--- src/rtl/pwm_irq_pkg.sv ---
package pwm_irq_pkg;

  // Word addresses of the register bus
  typedef enum logic [2:0] {
    A_G1_SET  = 3'd0,
    A_G1_CLR  = 3'd1,
    A_G1_MASK = 3'd2,
    A_G1_STAT = 3'd3,
    A_G2_SET  = 3'd4,
    A_G2_CLR  = 3'd5,
    A_G2_MASK = 3'd6,
    A_G2_STAT = 3'd7
  } reg_addr_e;

  // Transfer-engine bits appended above the comparator bits of group 2
  localparam int XFER_BITS = 4;

endpackage

--- src/rtl/pwm_irq_flagbank.sv ---
module pwm_irq_flagbank #(
  parameter int              W     = 8,
  parameter logic [W-1:0]    LEVEL = '0   // bits that follow the input live
) (
  input  logic         clk,
  input  logic         rst,
  input  logic [W-1:0] ev,
  input  logic         clr,
  output logic [W-1:0] flags
);

  localparam logic [W-1:0] STICKY = ~LEVEL;

  logic [W-1:0] q;

  // An event in the clearing cycle wins over the clear
  always_ff @(posedge clk) begin
    if (rst) q <= '0;
    else     q <= ((clr ? '0 : q) | ev) & STICKY;
  end

  assign flags = (q & STICKY) | (ev & LEVEL);

  AST_EVENT_KEPT: assert property (@(posedge clk) disable iff (rst)
    (|(ev & STICKY)) |=> ((flags & $past(ev) & STICKY) == ($past(ev) & STICKY)));
  AST_CLEAR_EMPTIES: assert property (@(posedge clk) disable iff (rst)
    (clr && ev == '0) |=> ((flags & STICKY) == '0));
  AST_HOLD_NO_CLEAR: assert property (@(posedge clk) disable iff (rst)
    (!clr) |=> ((flags & $past(flags) & STICKY) == ($past(flags) & STICKY)));

endmodule

--- src/rtl/pwm_irq_maskreg.sv ---
module pwm_irq_maskreg #(
  parameter int W = 8
) (
  input  logic         clk,
  input  logic         rst,
  input  logic         set_en,
  input  logic         clr_en,
  input  logic [W-1:0] data,
  output logic [W-1:0] mask
);

  always_ff @(posedge clk) begin
    if (rst)         mask <= '0;
    else if (set_en) mask <= mask | data;
    else if (clr_en) mask <= mask & ~data;
  end

  AST_SET_ONLY_ADDS: assert property (@(posedge clk) disable iff (rst)
    set_en |=> ((mask & $past(data)) == $past(data) && (mask & $past(mask)) == $past(mask)));
  AST_CLR_ONLY_REMOVES: assert property (@(posedge clk) disable iff (rst)
    (clr_en && !set_en) |=> ((mask & $past(data)) == '0 && (mask & ~$past(mask)) == '0));
  AST_MASK_IDLE: assert property (@(posedge clk) disable iff (rst)
    (!set_en && !clr_en) |=> $stable(mask));

endmodule

--- src/rtl/pwm_irq_regif.sv ---
module pwm_irq_regif
  import pwm_irq_pkg::*;
#(
  parameter int DW = 32,
  parameter int W1 = 8,
  parameter int W2 = 20
) (
  input  logic          clk,
  input  logic          rst,
  input  logic          bus_sel,
  input  logic          bus_wr,
  input  logic          bus_rd,
  input  logic [2:0]    bus_addr,
  input  logic [DW-1:0] bus_wdata,
  input  logic [W1-1:0] st1,
  input  logic [W2-1:0] st2,
  input  logic [W1-1:0] m1,
  input  logic [W2-1:0] m2,
  output logic [W1-1:0] wd1,
  output logic [W2-1:0] wd2,
  output logic          set1,
  output logic          dis1,
  output logic          set2,
  output logic          dis2,
  output logic          clr1,
  output logic          clr2,
  output logic [DW-1:0] bus_rdata
);

  reg_addr_e    addr;
  logic         wr_go, rd_go;
  logic [DW-1:0] rd_mux;
  logic         unused_wbits;

  assign addr  = reg_addr_e'(bus_addr);
  assign wr_go = bus_sel && bus_wr;
  assign rd_go = bus_sel && bus_rd;

  assign wd1 = bus_wdata[W1-1:0];
  assign wd2 = bus_wdata[W2-1:0];
  assign unused_wbits = ^bus_wdata[DW-1:W2];

  assign set1 = wr_go && addr == A_G1_SET;
  assign dis1 = wr_go && addr == A_G1_CLR;
  assign set2 = wr_go && addr == A_G2_SET;
  assign dis2 = wr_go && addr == A_G2_CLR;
  assign clr1 = rd_go && addr == A_G1_STAT;
  assign clr2 = rd_go && addr == A_G2_STAT;

  always_comb begin
    rd_mux = '0;
    case (addr)
      A_G1_MASK: rd_mux[W1-1:0] = m1;
      A_G1_STAT: rd_mux[W1-1:0] = st1;
      A_G2_MASK: rd_mux[W2-1:0] = m2;
      A_G2_STAT: rd_mux[W2-1:0] = st2;
      default:   rd_mux = '0;
    endcase
  end

  always_ff @(posedge clk) begin
    if (rst)        bus_rdata <= '0;
    else if (rd_go) bus_rdata <= rd_mux;
  end

  AST_MASK1_READBACK: assert property (@(posedge clk) disable iff (rst)
    (rd_go && addr == A_G1_MASK) |=> (bus_rdata[W1-1:0] == $past(m1)));
  AST_STAT2_READBACK: assert property (@(posedge clk) disable iff (rst)
    (rd_go && addr == A_G2_STAT) |=> (bus_rdata[W2-1:0] == $past(st2)));

endmodule

--- src/rtl/pwm_irq_hub.sv ---
module pwm_irq_hub
  import pwm_irq_pkg::*;
#(
  parameter int NCHAN = 4,
  parameter int NCMP  = 8,
  parameter int DW    = 32
) (
  input  logic             clk,
  input  logic             rst,
  input  logic             bus_sel,
  input  logic             bus_wr,
  input  logic             bus_rd,
  input  logic [2:0]       bus_addr,
  input  logic [DW-1:0]    bus_wdata,
  output logic [DW-1:0]    bus_rdata,
  input  logic [NCHAN-1:0] ev_period,
  input  logic [NCHAN-1:0] ev_fault,
  input  logic [NCMP-1:0]  ev_cmp_match,
  input  logic [NCMP-1:0]  ev_cmp_update,
  input  logic             xfer_wr_ready,
  input  logic             xfer_underrun,
  input  logic             xfer_end_lvl,
  input  logic             xfer_bufe_lvl,
  output logic             irq
);

  localparam int W1       = 2 * NCHAN;
  localparam int W2       = 2 * NCMP + XFER_BITS;
  localparam int B_END    = 2 * NCMP + 1;
  localparam logic [W2-1:0] G2_LIVE = W2'(3) << B_END;

  logic [W1-1:0] ev1, st1, m1, wd1;
  logic [W2-1:0] ev2, st2, m2, wd2;
  logic          set1, dis1, set2, dis2, clr1, clr2;
  logic          pend;

  assign ev1 = {ev_fault, ev_period};
  assign ev2 = {xfer_underrun, xfer_bufe_lvl, xfer_end_lvl, xfer_wr_ready,
                ev_cmp_update, ev_cmp_match};

  pwm_irq_regif #(.DW(DW), .W1(W1), .W2(W2)) u_regif (
    .clk(clk), .rst(rst),
    .bus_sel(bus_sel), .bus_wr(bus_wr), .bus_rd(bus_rd),
    .bus_addr(bus_addr), .bus_wdata(bus_wdata),
    .st1(st1), .st2(st2), .m1(m1), .m2(m2),
    .wd1(wd1), .wd2(wd2),
    .set1(set1), .dis1(dis1), .set2(set2), .dis2(dis2),
    .clr1(clr1), .clr2(clr2),
    .bus_rdata(bus_rdata)
  );

  pwm_irq_flagbank #(.W(W1), .LEVEL('0)) u_flags1 (
    .clk(clk), .rst(rst), .ev(ev1), .clr(clr1), .flags(st1)
  );

  pwm_irq_flagbank #(.W(W2), .LEVEL(G2_LIVE)) u_flags2 (
    .clk(clk), .rst(rst), .ev(ev2), .clr(clr2), .flags(st2)
  );

  pwm_irq_maskreg #(.W(W1)) u_mask1 (
    .clk(clk), .rst(rst), .set_en(set1), .clr_en(dis1), .data(wd1), .mask(m1)
  );

  pwm_irq_maskreg #(.W(W2)) u_mask2 (
    .clk(clk), .rst(rst), .set_en(set2), .clr_en(dis2), .data(wd2), .mask(m2)
  );

  assign pend = (|(st1 & m1)) || (|(st2 & m2));

  always_ff @(posedge clk) begin
    if (rst) irq <= 1'b0;
    else     irq <= pend;
  end

  AST_IRQ_QUIET: assert property (@(posedge clk) disable iff (rst)
    (!pend) |=> !irq);
  AST_IRQ_RAISE: assert property (@(posedge clk) disable iff (rst)
    $rose(irq) |-> $past(pend));
  AST_LIVE_END: assert property (@(posedge clk) disable iff (rst)
    (bus_sel && bus_rd && bus_addr == 3'd7) |=> (bus_rdata[B_END] == $past(xfer_end_lvl)));
  AST_G1_READ_SPARES_G2: assert property (@(posedge clk) disable iff (rst)
    (clr1 && !clr2) |=> ((st2 & $past(st2) & ~G2_LIVE) == ($past(st2) & ~G2_LIVE)));

endmodule

--- config.mk ---
export PLATFORM = sky130hd
export DESIGN_NAME = pwm_irq_hub
export DESIGN_NICKNAME = d
export VERILOG_FILES = /design/src/rtl/pwm_irq_pkg.sv /design/src/rtl/pwm_irq_flagbank.sv /design/src/rtl/pwm_irq_maskreg.sv /design/src/rtl/pwm_irq_regif.sv /design/src/rtl/pwm_irq_hub.sv
export SDC_FILE = /design/constraint.sdc
export NUM_CORES = 1
export LEC_CHECK = 0
export ABC_CLOCK_PERIOD_IN_PS = 1530
export CAP_MARGIN = 15
export CORE_UTILIZATION = 46
export DETAILED_ROUTE_END_ITERATION = 10
export PLACE_DENSITY_LB_ADDON = 0.1
export SYNTH_ARGS = -nofsm -noshare
export SYNTH_HDL_FRONTEND = slang
export SYNTH_SLANG_ARGS = --single-unit
--- constraint.sdc ---
create_clock -name clk -period 1.53 [get_ports clk]
set_clock_uncertainty 0.15 [all_clocks]
set_input_delay 0.153 -clock clk [delete_from_list [all_inputs] [get_ports clk]]
set_output_delay 0.153 -clock clk [all_outputs]
set_load 0.03 [all_outputs]
======== After elaboration in Yosys (flattened, before gate mapping) ========
Index checks and enable logic that the tools add are counted.
word-level totals
  bits in registers ....................... 77
  output and inout bits ................... 33
cells by class
  multiplexer cells ....................... 8
  reduce and logical (&&, ||, !) cells .... 14
  equal/unequal tests ..................... 7
  bitwise operators ....................... 11
operators by type and width
  cell                number
  $mux 20             3
  $and 20x20->20      2
  $or 20x20->20       2
  $pmux 8 s4          1
  $mux 8              3
  $pmux 12 s2         1
  $not 20->20         1
  $or 20x19->20       1
  $reduce_or 20->1    1
  $and 8x8->8         2
  $or 8x8->8          2
  $eq 3x3->1 const B  4
  $logic_and 1x1->1   8
  $not 8->8           1
  $reduce_or 8->1     1
  $eq 3x2->1 const B  2
  $reduce_bool 2->1   2
  $eq 3x1->1 const B  1
  $logic_not 3->1     1
  $logic_or 1x1->1    1

======== Depth between registers and ports, before layout ========
  depth after elaboration ................. 4
  gate-level depth with buffers ........... 7

======== Modules after synthesis ========
Synthesis repeated with hierarchy kept, for this count alone.
second synthesis, totals
  cell total of the unflattened synthesis .. 428
  area, all modules ....................... 3,946.3 sq um
by module, submodules not included
  module                        cells each  area each (sq um)  instances
  pwm_irq_regif                 178         1,547.7            1
  pwm_irq_maskreg at u_mask2    86          885.8              1
  pwm_irq_flagbank at u_flags2  77          678.2              1
  pwm_irq_maskreg at u_mask1    35          354.1              1
  pwm_irq_flagbank at u_flags1  33          304.0              1
  pwm_irq_hub                   19          176.4              1

======== Worst setup path after synthesis ========
Ideal clock, no wire load.
  kind .................................... in2reg
  start ................................... input port bus_addr[2]
  end ..................................... register u_regif.bus_rdata[1]
  setup time .............................. 128 ps
  data arrival time ....................... 1,045 ps
  path slack .............................. 208 ps
  stages on the path ...................... 4
  path through ............................ buf_4 > mux4_2 > a22oi_1 > nor2_1
between the ends
  cells in the longest elaborated chain, start to end .. 2
  elaborated cells on any way between the ends .. 5
  classes of those cells .................. eq/ne (4); mux (1)
RTL lines
  item                                             RTL line             source
  start, declared                                  pwm_irq_hub.sv:13    input logic [2:0] bus_addr,
  $eq 3x3->1 / $eq 3x2->1 (equally long branches)  pwm_irq_regif.sv:52  case (addr)
  $pmux 8 s4 *                                     pwm_irq_regif.sv:52
  end signal, assigned                             pwm_irq_regif.sv:63  else if (rd_go) bus_rdata <= rd_mux;
  end, declared                                    pwm_irq_regif.sv:27  output logic [DW-1:0] bus_rdata
Mark *: on every way between the ends. The rest lies on a longest branch, timed or not.
A chain may end at the register's enable or synchronous reset.

==> impl_metrics.env <==
export IMPL_num_vias=2768
export IMPL_cts_buffers=9
export IMPL_clk_latency_ns=0.35
export IMPL_drt_iter0_markers=306
export IMPL_critical_path_top_delay_family="buffers and inverters"
export IMPL_fin_nets=467
export IMPL_worstPathCellList="clkdlybuf4s50_1 -> nand2_2 -> nor3b_4 -> buf_4 -> clkbuf_16 -> a21oi_1 -> a311oi_1"
export IMPL_synth_simple_area_share_pct=9.72
export IMPL_htree_levels=3
export IMPL_yosys_area_share_xor_xnor_pct=0
export IMPL_cts_hold_buf=0
export IMPL_synth_warnings=0
export IMPL_finalPower_w=0.00408
export IMPL_whs_ns=0.122
export IMPL_violations="DRC"
export IMPL_ant_nets=0
export IMPL_timing_fmax_mhz=665
export IMPL_critPathBufInv=3
export IMPL_worst_path_max_delay_cell="clkdlybuf4s50_1"
export IMPL_drv_cap=0
export IMPL_antenna_found_initial=0
export IMPL_yosysTopAreaCell="dfxtp_1"
export IMPL_synthDistinctLibCells=24
export IMPL_drive_above_1_share_pct=11.2
export IMPL_viasPerCell=5.77
export IMPL_synthCells=323
export IMPL_synth_top_family_by_area="compound AO/OA/AOI/OAI gates"
export IMPL_report_final_slew_viol_count=0
export IMPL_routed_wl_mm=8.05
export IMPL_crit_fanout=18
export IMPL_start_util_pct=47.9
export IMPL_synth_fa_ha_area_share_pct=0
export IMPL_worstSetupStartpointType="input pin"
export IMPL_cts_sinks=75
export IMPL_setup_slack_ns=0.0259
export IMPL_grt_pass1_vias=2455
export IMPL_synthMuxAreaShare_pct=9.76
export IMPL_syn_area_per_cell_um2=9.53
export IMPL_clkTransAtPathRegs_ns=0.08
export IMPL_wl_per_cell_um=16.8
export IMPL_grt_use_total_pct=23.8
export IMPL_dp_slack_ns=-0.361
export IMPL_drc=20
export IMPL_cts_path_max_buffers=2
export IMPL_ys_top_cells_by_area="dfxtp_1 49%, a21oi_1 11%, a311oi_1 8.0%, nor2_1 7.2%, mux4_2 5.9%"
export IMPL_ir_drop_mv=0.555
export IMPL_dr_pass1_iters=9
export IMPL_layout_common_cells="75 x dfxtp_1, 66 x a21oi_1, 59 x nor2_1"
export IMPL_finalCritPeriodShare_pct=98.3
export IMPL_crit_arrival_ns=1.62
export IMPL_cts_tree="built"
export IMPL_grt_max_degree=76
export IMPL_netlist_area_leader_share_pct=48.8
export IMPL_crit_type="input pin to flip-flop"
export IMPL_die_area_mm2=0.00702
export IMPL_dp_final_hpwl_mm=5.38
export IMPL_cp_required_ns=1.65
export IMPL_core_area_mm2=0.00642
export IMPL_die_h_um=83.8
export IMPL_synth_seq_cells=75
export IMPL_io_pin_count=101
export IMPL_fin_crit_ns=1.50
export IMPL_place_gp_congestion=0.814
export IMPL_p_per_area_mw_per_mm2=982
export IMPL_status="finished with violations"
export IMPL_yosysSeqAreaShare_pct=48.8
export IMPL_fp_dieW_um=83.8
export IMPL_cts_root_buf="clkbuf_8"
export IMPL_syn_cell_area_mm2=0.00308
export IMPL_overflow=0
export IMPL_diodes=0
export IMPL_p_leak_nw=1.65
export IMPL_slowest_delay_ns=0.48
export IMPL_syn_to_final_growth_pct=35.0
export IMPL_hold_class="input pin to flip-flop"
export IMPL_fillers=568
export IMPL_setup_viol=0
export IMPL_port_buffers=76
export IMPL_rows=29
export IMPL_synth_compound_area_share_pct=24.6
export IMPL_hold_viol_final=0
export IMPL_grt_pass1_wl_mm=12.8
export IMPL_final_common_cell="dfxtp_1"
export IMPL_cp_end_kind="flip-flop"
## worst paths after layout
kind                                   endpoint                          startpoint  cells after the start  slack, ns
max                                   flip-flop                              bus_wr                      7       0.03
min           u_regif.bus_rdata[0]$_SDFFE_PP0N_                                 rst                      3       0.12
max reg2reg   u_regif.bus_rdata[6]$_SDFFE_PP0N_            u_flags2.q[6]$_SDFF_PP0_                      3       0.18
min reg2reg  u_regif.bus_rdata[15]$_SDFFE_PP0N_  u_regif.bus_rdata[15]$_SDFFE_PP0N_                      2       0.33
## worst register-to-register path: cells and delay by family, from the launching register on
kind | cells | cell delay, ns
compound gates | 1 | 0.19
flops | 1 | 0.34
mux | 1 | 0.50
simple gates | 1 | 0.06
## synthesized netlist by cell type
cell type  number
nor3b_2         1
conb_1          1
a21oi_1        66
buf_2           5
clkbuf_1       17
a22oi_1        16
nand4_1         3
buf_6           1
buf_1           2
nor3_4          1
a22o_1          3
a311oi_1       28
nor2_1         59
or3_1           1
inv_1           1
or2_1           1
and3_1          1
mux4_2          8
buf_4          14
dfxtp_1        75
nand2_1         3
a221oi_1        3
a41oi_1         1
mux2i_1        12
## where the power goes
part	internal, W	leakage (nW)	switching (W)
Combinational	0.000270	0.936	0.000263
Sequential	0.00203	0.614	0.0000653
Clock	0.000732	0.0946	0.000723
Total	0.00303	1.65	0.00105
## stage by stage
stage	util (%)	instance area (um2)	setup TNS, ns	cells
floorplan	-	3120	0	334
global placement	61.2	3930	-19.86	462
detailed placement	61.2	3930	-21.41	462
CTS	64.1	4110	0	478
global route	64.7	4150	-0.0129	480
finish	64.7	4150	0	480
## repair_timing
| item | in CTS | in global routing |
|---|---|---|
| setup endpoints to repair | 29 | 28 |
| cloned | 1 | 1 |
| resized for setup | 22 | 3 |
| pin swaps | 0 | 1 |
| buffers inserted | 0 | 1 |
## layout make-up
type / instances / area [um2] / share of cell area (%)
Inverter: 1 / 3.75 / 0.0904
Multi-Input combinational cell: 219 / 1410 / 33.9
Sequential cell: 75 / 1500 / 36.1
Clock buffer: 9 / 124 / 2.98
Tap cell: 77 / 96.3 / 2.32
Clock inverter: 6 / 57.6 / 1.39
Timing Repair Buffer: 93 / 961 / 23.1
## metal layers
metal | part of all wire [%] | track usage, %
met1 | 49 | 36.6
met2 | 42 | 31.5
met3 | 7.3 | 4.25
met4 | 1.9 | 11.4
met5 | 0 | 0
## cells by family (layout without fill, tap and decap cells)
| group | Yosys count | in the layout |
|---|---|---|
| DFF | 75 | 75 |
| other | 1 | 12 |
| buffers and inverters | 40 | 109 |
| muxes | 20 | 20 |
| and+or+nand+nor | 70 | 70 |
| AOI/OAI and AO/OA | 117 | 117 |
No activity file was read; power rests on OpenSTA's default activity.
